[src/rtl/rxst_pkg.sv]
package rxst_pkg;
    localparam int BYTE_W  = 8;
    localparam int BCNT_W  = 12;
    localparam int TRL_LEN = 4;
    localparam int EVC_W   = 8;
    localparam int NUM_EVC = 3;
    localparam int IRQ_W   = 8;

    // event counter slots
    localparam int EVC_RUNT = 0;
    localparam int EVC_RCOL = 1;
    localparam int EVC_MISS = 2;

    // interrupt bit positions
    localparam int IRQ_JAB    = 7;
    localparam int IRQ_BABL   = 6;
    localparam int IRQ_CERR   = 5;
    localparam int IRQ_RCOLOV = 4;
    localparam int IRQ_RNTOV  = 3;
    localparam int IRQ_MISSOV = 2;
    localparam int IRQ_RCV    = 1;
    localparam int IRQ_XMT    = 0;

    typedef enum logic [1:0] {
        FR_IDLE  = 2'd0,
        FR_BODY  = 2'd1,
        FR_TRAIL = 2'd2
    } fr_state_e;
endpackage

[src/rtl/rxst_evbank.sv]
module rxst_evbank
    import rxst_pkg::*;
(
    input  logic               clk,
    input  logic               rst_n,
    input  logic [NUM_EVC-1:0] inc,
    output logic [NUM_EVC-1:0] wrap,
    output logic [EVC_W-1:0]   cnt_runt,
    output logic [EVC_W-1:0]   cnt_rcol
);
    localparam logic [EVC_W-1:0] CNT_MAX = '1;

    logic [NUM_EVC-1:0][EVC_W-1:0] cnt_d, cnt_q;

    always_comb begin
        for (int i = 0; i < NUM_EVC; i++) begin
            cnt_d[i] = inc[i] ? cnt_q[i] + EVC_W'(1) : cnt_q[i];
            wrap[i]  = inc[i] && (cnt_q[i] == CNT_MAX);
        end
    end

    always_ff @(posedge clk) begin
        if (!rst_n) cnt_q <= '0;
        else        cnt_q <= cnt_d;
    end

    assign cnt_runt = cnt_q[EVC_RUNT];
    assign cnt_rcol = cnt_q[EVC_RCOL];
endmodule

[src/rtl/rxst_irqreg.sv]
module rxst_irqreg
    import rxst_pkg::*;
(
    input  logic             clk,
    input  logic             rst_n,
    input  logic [IRQ_W-1:0] set_vec,
    input  logic             rd_clr,
    input  logic             mask_we,
    input  logic [IRQ_W-1:0] mask_wdata,
    output logic [IRQ_W-1:0] status,
    output logic [IRQ_W-1:0] mask,
    output logic             irq
);
    typedef struct packed {
        logic [IRQ_W-1:0] stat;
        logic [IRQ_W-1:0] msk;
    } ir_t;

    ir_t d, q;

    always_comb begin
        d      = q;
        // a set in the clearing cycle survives
        d.stat = (rd_clr ? '0 : q.stat) | set_vec;
        if (mask_we) d.msk = mask_wdata;
    end

    always_ff @(posedge clk) begin
        if (!rst_n) begin
            q.stat <= '0;
            q.msk  <= '1;
        end else begin
            q <= d;
        end
    end

    assign status = q.stat;
    assign mask   = q.msk;
    assign irq    = |(q.stat & ~q.msk);
endmodule

[src/rtl/rxst_framer.sv]
module rxst_framer
    import rxst_pkg::*;
(
    input  logic              clk,
    input  logic              rst_n,
    input  logic              in_valid,
    input  logic [BYTE_W-1:0] in_data,
    input  logic              in_sof,
    input  logic              in_eof,
    input  logic              in_abort,
    input  logic              in_coll,
    input  logic              in_fram_err,
    input  logic              in_fcs_err,
    input  logic [EVC_W-1:0]  trl_runt,
    input  logic [EVC_W-1:0]  trl_rcol,
    output logic              out_valid,
    output logic [BYTE_W-1:0] out_data,
    output logic              out_last
);
    localparam int              IDX_W    = $clog2(TRL_LEN);
    localparam logic [IDX_W-1:0] IDX_LAST = IDX_W'(TRL_LEN - 1);
    localparam logic [BCNT_W-1:0] BCNT_MAX = '1;

    typedef struct packed {
        fr_state_e          st;
        logic [IDX_W-1:0]   idx;
        logic [BCNT_W-1:0]  bcnt;
        logic               f_oflo;
        logic               f_coll;
        logic               f_fram;
        logic               f_fcs;
        logic [EVC_W-1:0]   snap_runt;
        logic [EVC_W-1:0]   snap_rcol;
        logic               ov;
        logic [BYTE_W-1:0]  od;
        logic               ol;
    } fr_t;

    fr_t d, q;
    logic              end_frame;
    logic [BYTE_W-1:0] trl_byte;

    always_comb begin
        case (q.idx)
            IDX_W'(0): trl_byte = q.bcnt[BYTE_W-1:0];
            IDX_W'(1): trl_byte = {q.f_oflo, q.f_coll, q.f_fram, q.f_fcs,
                                   q.bcnt[BCNT_W-1:BYTE_W]};
            IDX_W'(2): trl_byte = q.snap_runt;
            default:   trl_byte = q.snap_rcol;
        endcase
    end

    always_comb begin
        d         = q;
        d.ov      = 1'b0;
        d.ol      = 1'b0;
        end_frame = 1'b0;
        case (q.st)
            FR_IDLE: begin
                if (in_valid && in_sof && !in_abort) begin
                    d.ov     = 1'b1;
                    d.od     = in_data;
                    d.bcnt   = BCNT_W'(1);
                    d.f_oflo = 1'b0;
                    d.f_coll = in_coll;
                    d.f_fram = in_fram_err;
                    d.f_fcs  = in_fcs_err;
                    d.st     = FR_BODY;
                    end_frame = in_eof;
                end
            end
            FR_BODY: begin
                d.f_coll = q.f_coll | in_coll;
                d.f_fram = q.f_fram | in_fram_err;
                d.f_fcs  = q.f_fcs  | in_fcs_err;
                if (in_abort) begin
                    d.f_oflo  = 1'b1;
                    end_frame = 1'b1;
                end else if (in_valid) begin
                    d.ov = 1'b1;
                    d.od = in_data;
                    if (q.bcnt != BCNT_MAX) d.bcnt = q.bcnt + BCNT_W'(1);
                    end_frame = in_eof;
                end
            end
            FR_TRAIL: begin
                d.ov  = 1'b1;
                d.od  = trl_byte;
                d.ol  = (q.idx == IDX_LAST);
                d.idx = q.idx + IDX_W'(1);
                if (q.idx == IDX_LAST) d.st = FR_IDLE;
            end
            default: d.st = FR_IDLE;
        endcase
        if (end_frame) begin
            d.st        = FR_TRAIL;
            d.idx       = '0;
            d.snap_runt = trl_runt;
            d.snap_rcol = trl_rcol;
        end
    end

    always_ff @(posedge clk) begin
        if (!rst_n) q <= '0;
        else        q <= d;
    end

    assign out_valid = q.ov;
    assign out_data  = q.od;
    assign out_last  = q.ol;
endmodule

[src/rtl/rxst_trailer_gen.sv]
module rxst_trailer_gen
    import rxst_pkg::*;
(
    input  logic        clk,
    input  logic        rst_n,
    input  logic        rx_valid,
    input  logic [7:0]  rx_data,
    input  logic        rx_sof,
    input  logic        rx_eof,
    input  logic        rx_abort,
    input  logic        rx_coll,
    input  logic        rx_fram_err,
    input  logic        rx_fcs_err,
    input  logic        ev_runt,
    input  logic        ev_rx_coll,
    input  logic        ev_missed,
    input  logic        ev_jabber,
    input  logic        ev_babble,
    input  logic        ev_coll_err,
    input  logic        ev_tx_done,
    output logic        st_valid,
    output logic [7:0]  st_data,
    output logic        st_last,
    input  logic        irq_rd,
    output logic [7:0]  irq_status,
    input  logic        mask_we,
    input  logic [7:0]  mask_wdata,
    output logic [7:0]  irq_mask,
    output logic        irq
);
    logic [NUM_EVC-1:0] evc_inc;
    logic [NUM_EVC-1:0] evc_wrap;
    logic [EVC_W-1:0]   cnt_runt;
    logic [EVC_W-1:0]   cnt_rcol;
    logic [IRQ_W-1:0]   set_vec;
    logic               fr_last;

    always_comb begin
        evc_inc           = '0;
        evc_inc[EVC_RUNT] = ev_runt;
        evc_inc[EVC_RCOL] = ev_rx_coll;
        evc_inc[EVC_MISS] = ev_missed;
    end

    rxst_evbank u_evbank (
        .clk      (clk),
        .rst_n    (rst_n),
        .inc      (evc_inc),
        .wrap     (evc_wrap),
        .cnt_runt (cnt_runt),
        .cnt_rcol (cnt_rcol)
    );

    rxst_framer u_framer (
        .clk         (clk),
        .rst_n       (rst_n),
        .in_valid    (rx_valid),
        .in_data     (rx_data),
        .in_sof      (rx_sof),
        .in_eof      (rx_eof),
        .in_abort    (rx_abort),
        .in_coll     (rx_coll),
        .in_fram_err (rx_fram_err),
        .in_fcs_err  (rx_fcs_err),
        .trl_runt    (cnt_runt),
        .trl_rcol    (cnt_rcol),
        .out_valid   (st_valid),
        .out_data    (st_data),
        .out_last    (fr_last)
    );

    assign st_last = fr_last;

    always_comb begin
        set_vec             = '0;
        set_vec[IRQ_JAB]    = ev_jabber;
        set_vec[IRQ_BABL]   = ev_babble;
        set_vec[IRQ_CERR]   = ev_coll_err;
        set_vec[IRQ_RCOLOV] = evc_wrap[EVC_RCOL];
        set_vec[IRQ_RNTOV]  = evc_wrap[EVC_RUNT];
        set_vec[IRQ_MISSOV] = evc_wrap[EVC_MISS];
        set_vec[IRQ_RCV]    = fr_last;
        set_vec[IRQ_XMT]    = ev_tx_done;
    end

    rxst_irqreg u_irq (
        .clk        (clk),
        .rst_n      (rst_n),
        .set_vec    (set_vec),
        .rd_clr     (irq_rd),
        .mask_we    (mask_we),
        .mask_wdata (mask_wdata),
        .status     (irq_status),
        .mask       (irq_mask),
        .irq        (irq)
    );
endmodule

[config.mk]
export PLATFORM = sky130hd
export DESIGN_NAME = rxst_trailer_gen
export DESIGN_NICKNAME = d
export VERILOG_FILES = /design/src/rtl/rxst_pkg.sv /design/src/rtl/rxst_evbank.sv /design/src/rtl/rxst_irqreg.sv /design/src/rtl/rxst_framer.sv /design/src/rtl/rxst_trailer_gen.sv
export SDC_FILE = /design/constraint.sdc
export NUM_CORES = 1
export LEC_CHECK = 0
export ABC_AREA = 1
export ABC_CLOCK_PERIOD_IN_PS = 4200
export BUFFER_PORTS_ARGS = -buffer_cell sky130_fd_sc_hd__buf_2
export CAP_MARGIN = 20
export CORE_MARGIN = 3
export CORE_UTILIZATION = 60
export CTS_CLUSTER_DIAMETER = 100
export DETAILED_ROUTE_END_ITERATION = 6
export GPL_TIMING_DRIVEN = 0
export PLACE_DENSITY_LB_ADDON = 0.3
export SYNTH_ARGS = -nofsm -noshare
export SYNTH_HDL_FRONTEND = slang
export SYNTH_SLANG_ARGS = --single-unit
[constraint.sdc]
create_clock -name clk -period 4.2 [get_ports clk]
set_input_delay 0.63 -clock clk [delete_from_list [all_inputs] [get_ports clk]]
set_output_delay 0.63 -clock clk [all_outputs]
set_load 0.05 [all_outputs]
==> impl.org <==
** Synth
- Cell area after technology mapping :: 3980 um^2
- Synthesized area per cell :: 7.08 um^2
- Most common flop cell mapped by yosys :: dfxtp_1
- Async set or reset register ratio after synthesis :: 0%
- Yosys warns :: 0
- Gate count of the mapped netlist :: 562
- Number of enable flip-flop cells after synthesis :: 0
- After synthesis, flip-flops and latches occupy 43.3% of the total area.
- The synthesized netlist contains 34 unique library cells.
- Number of nets in the synthesized netlist :: 604
- Flop and latch count out of synthesis :: 86

** Floorplan
- Core Region :: 6390 um^2
- Pin placement for this block handled 61 I/O pins.
- Y dimension of the die :: 87.4 um
- Core Rows :: 29
- The die covers 7640 um^2.
- Die X :: 87.4 um
- Once the floorplan was initialized, standard cells occupied 62.3% of the core.

** GRT
- Final global-route overflow total :: 0
- Initial antenna violation count :: 0
- Across every metal layer, demand over resource in global routing totals 25.7%.
- The first global-routing pass estimated 15,500 um of wire.
- Maximum number of pins on one net before global-route repair :: 16
- Vias in the first global route :: 3,445

** Critical path
- Slowest CP cell :: dfxtp_1
- Data on the critical path arrives at its endpoint at 1.38 ns.
- The most critical setup path has its endpoint at irq.
- Depth of the most critical reg-to-reg path :: 7
- Together, buffers and inverters on the worst path number 2.
- Cells along the critical path :: inv_1 -> o22ai_1 -> nor2_1 -> o211ai_1 -> buf_2
- Broken down by cell family, the worst path's largest delay share belongs to flip-flops.
- The worst register-to-register path begins at u_framer.q[42].
- The critical path runs through a total of 5 cells.
- Source of the critical timing path :: u_irq.status[2]
- Data on the critical path is required at its endpoint by 3.57 ns.
- On the worst path, the slowest cell contributes a delay of 0.35 ns.
- The endpoint identified for the worst register-to-register timing path is u_framer.out_data[2].
- In this run the worst path has a maximum fanout of 3.
- STA classifies the critical path startpoint as a register.
- The critical path is of the reg -> out type.
- STA classifies the critical path endpoint as an output pin.
- The setup check on the worst reg-to-reg path leaves a slack of 2.65 ns.

** Run status
- Result of the run :: finished clean

** Pwr
- Of the total power, the share spent switching nets is 28.3%.
- The analysis attributes to cell leakage a power of 2.01 nW.
- The share of total power dissipated in the clock network is 35.3%.
- Power spread over the standard cell area amounts to 362 nW/um^2.
- The analysis attributes to net switching a power of 0.467 mW.
- Relative contribution of sequential cells to total power :: 52.6%
- Combinational share of power :: 12.1%
- The internal power of the cells totals 1.18 mW.
- The worst-case IR drop observed on VDD is 0.000278 V.

** Routing
- In the final routed layout, each cell accounts on average for 13.3 um.
- Violation count after the first detailed-routing iteration :: 221
- The first TritonRoute pass finished after 5 iterations.
- Detail-routed via count per cell :: 5.33
- For this block, the routed nets add up to 9440 um of wire.
- The detail route stage leaves a number of antenna-violating nets equal to 0.
- Detailed routing inserted a total of 3,794 vias.
- Drt drc :: 0

** Place
- Placer Congestion :: 0.889
- Input and output buffers added on the ports amount to 58.
- Detailed-placement wirelength estimate :: 6980 um

** STA
- Setup repair after global routing left no endpoint under its margin.
- For this run, the top clock speed supported by timing is 0.497 GHz.
- Final min period :: 2.01 ns
- The total count of max-transition violations in the final report was 0.
- The worst pin sits at a relative slew slack of 63.4%.
- Post-route clock period utilization :: 47.9%
- On the final layout, the worst clock skew is 0.0107 ns.
- The number of failing hold endpoints at the final stage was 0.
- At the pin with the least slew margin, the transition time is 0.549 ns.
- Summed over all failing endpoints, the final setup total negative slack is 0 ns.
- Final setup violation count :: 0

** Cells and area
- At the end of the flow the core is filled with cells to 71.4%.
- Number of antenna repair diodes :: 0
- Compared with the post-synthesis result, the final layout area differs by 14.6%.
- The final layout contains 673 nets.
- Ratio of cells with drive above 1 in the final layout :: 17.0%

** CTS
- Clock tree synthesis inserted a total of 9 buffers.
- Buffer levels on the longest clock path :: 2
- Hold buffer count at cts :: 0
- Once the clock tree was built, the setup fixing pass inserted 0 buffers.
- Worst-skew pair later-pin latency :: 0.36 ns
- The clock tree synthesis step divided the H-tree into 3 levels.
- Cell at the root of the clock tree :: clkbuf_8
- Clock sinks :: 86
- TritonCTS built the clock tree.
- Clock-pin slew was measured on the worst setup and hold paths at 0.09 ns.
- Post-CTS repair changed the size of 0 cells.

** Flow run
- Max cap viols :: 0

** Worst hold path
- The path class of the tightest hold or removal check is reg -> reg.
## worst min path at each step
stage,startpoint,end,slack (ns),depth (start not counted)
after floorplan,u_evbank.cnt_q[23],u_irq.status[2],0.44,2
after global placement,u_framer.out_last,u_irq.status[1],0.44,2
after detailed placement,u_evbank.cnt_q[23],u_irq.status[2],0.45,2
after CTS,ev_babble,u_irq.status[6],0.46,3
after global routing,mask_wdata[5],u_irq.mask[5],0.48,3
final,u_evbank.cnt_q[23],u_irq.status[2],0.47,2
## metrics by stage
step	total power [mW]	instance area, um^2	setup WS (ns)	cells	hold slack [ns]
2_1_floorplan	1.02	3980	2.07	562	0.439
3_3_place_gp	1.08	4360	2.43	697	0.441
3_5_place_dp	1.08	4360	2.41	697	0.455
4_1_cts	1.65	4560	2.18	712	0.465
5_1_grt	1.72	4560	2.12	712	0.480
6_report	1.65	4560	2.19	712	0.465
## cells in the mapped netlist (4+ instances only)
cell type / count / area, um^2
a21oi_1: 53 / 265
a31oi_1: 10 / 62.6
buf_2: 6 / 30.0
buf_4: 8 / 60.1
buf_6: 4 / 45.0
clkbuf_1: 10 / 37.5
dfxtp_1: 86 / 1720
ha_1: 8 / 100
inv_1: 60 / 225
nand2_1: 140 / 526
nand3_1: 35 / 175
nand3_2: 4 / 40.0
nand4_1: 7 / 43.8
nor2_1: 70 / 263
nor3_1: 16 / 80.1
o21ai_0: 18 / 90.1
## cells in the final DEF (no fill, tap or decap), drive strengths merged
cell	instances
a211oi	1
a21oi	55
a31oi	10
buf	76
bufinv	1
clkbuf	19
clkinv	4
clkinvlp	2
dfxtp	86
ha	8
inv	62
nand2	145
nand3	39
nand3b	1
nand4	7
nor2	73
nor3	17
nor3b	1
o211ai	1
o21ai	20
o21bai	1
o22ai	3
xnor2	2
xor2	1
## kinds of logic (layout without fill, tap and decap cells)
logic type	Yosys count	after routing	share of synthesized area, %
adder cells (fa/ha/maj)	8	8	2.52
flip-flops	86	86	43.3
buffers and inverters	91	164	10.3
XOR/XNOR	3	3	0.661
AO/OA/AOI/OAI	91	91	12.5
AND/OR/NAND/NOR	283	283	30.7
## state kept, by name (all words and copies together), names as in the netlist
name and flops:
u_irq.status 8, u_framer.out_data 8, u_framer.out_valid 1, u_evbank.cnt_rcol 8, u_framer.q 36, u_evbank.cnt_q 8, u_evbank.cnt_runt 8, u_irq.mask 8
u_framer.out_last 1
## worst register-to-register path: cells and delay by family, from the launching register on
kind / cells / cell delay [ns]
fa+ha+maj: 1 / 0.16
simple gates: 3 / 0.31
buf+inv: 2 / 0.43
compound gates: 1 / 0.09
flops: 1 / 0.42
## metal layers
metal  share of wire (%)  wire, um  vias up  GRT usage, %
met4                 1.3       120        0          8.79
met3                 6.0       570       14          5.77
li1                    -         -     1936             -
met2                  47      4460      106          41.6
met1                  45      4290     1738          33.7
met5                   0         0        -             0
## power groups by stage
stage / registers (mW) / logic [mW] / clock network [mW]
after floorplan: 0.910 / 0.114 / 0
after global placement: 0.884 / 0.193 / 0
after detailed placement: 0.886 / 0.198 / 0
after CTS: 0.867 / 0.199 / 0.586
after global routing: 0.871 / 0.221 / 0.626
final: 0.868 / 0.199 / 0.583
## area by class of cell
| cell class | count | area [um^2] |
|---|---|---|
| multi-input cells | 385 | 1850 |
| repair buffers | 58 | 290 |
| inverters | 63 | 236 |
| clock buffers | 9 | 124 |
| well taps | 77 | 96.3 |
| fillers | 536 | 1830 |
| plain buffers | 28 | 173 |
| flip-flops and latches | 86 | 1720 |
| clock inverters | 6 | 71.3 |
No activity file was read; power rests on OpenSTA's default activity.
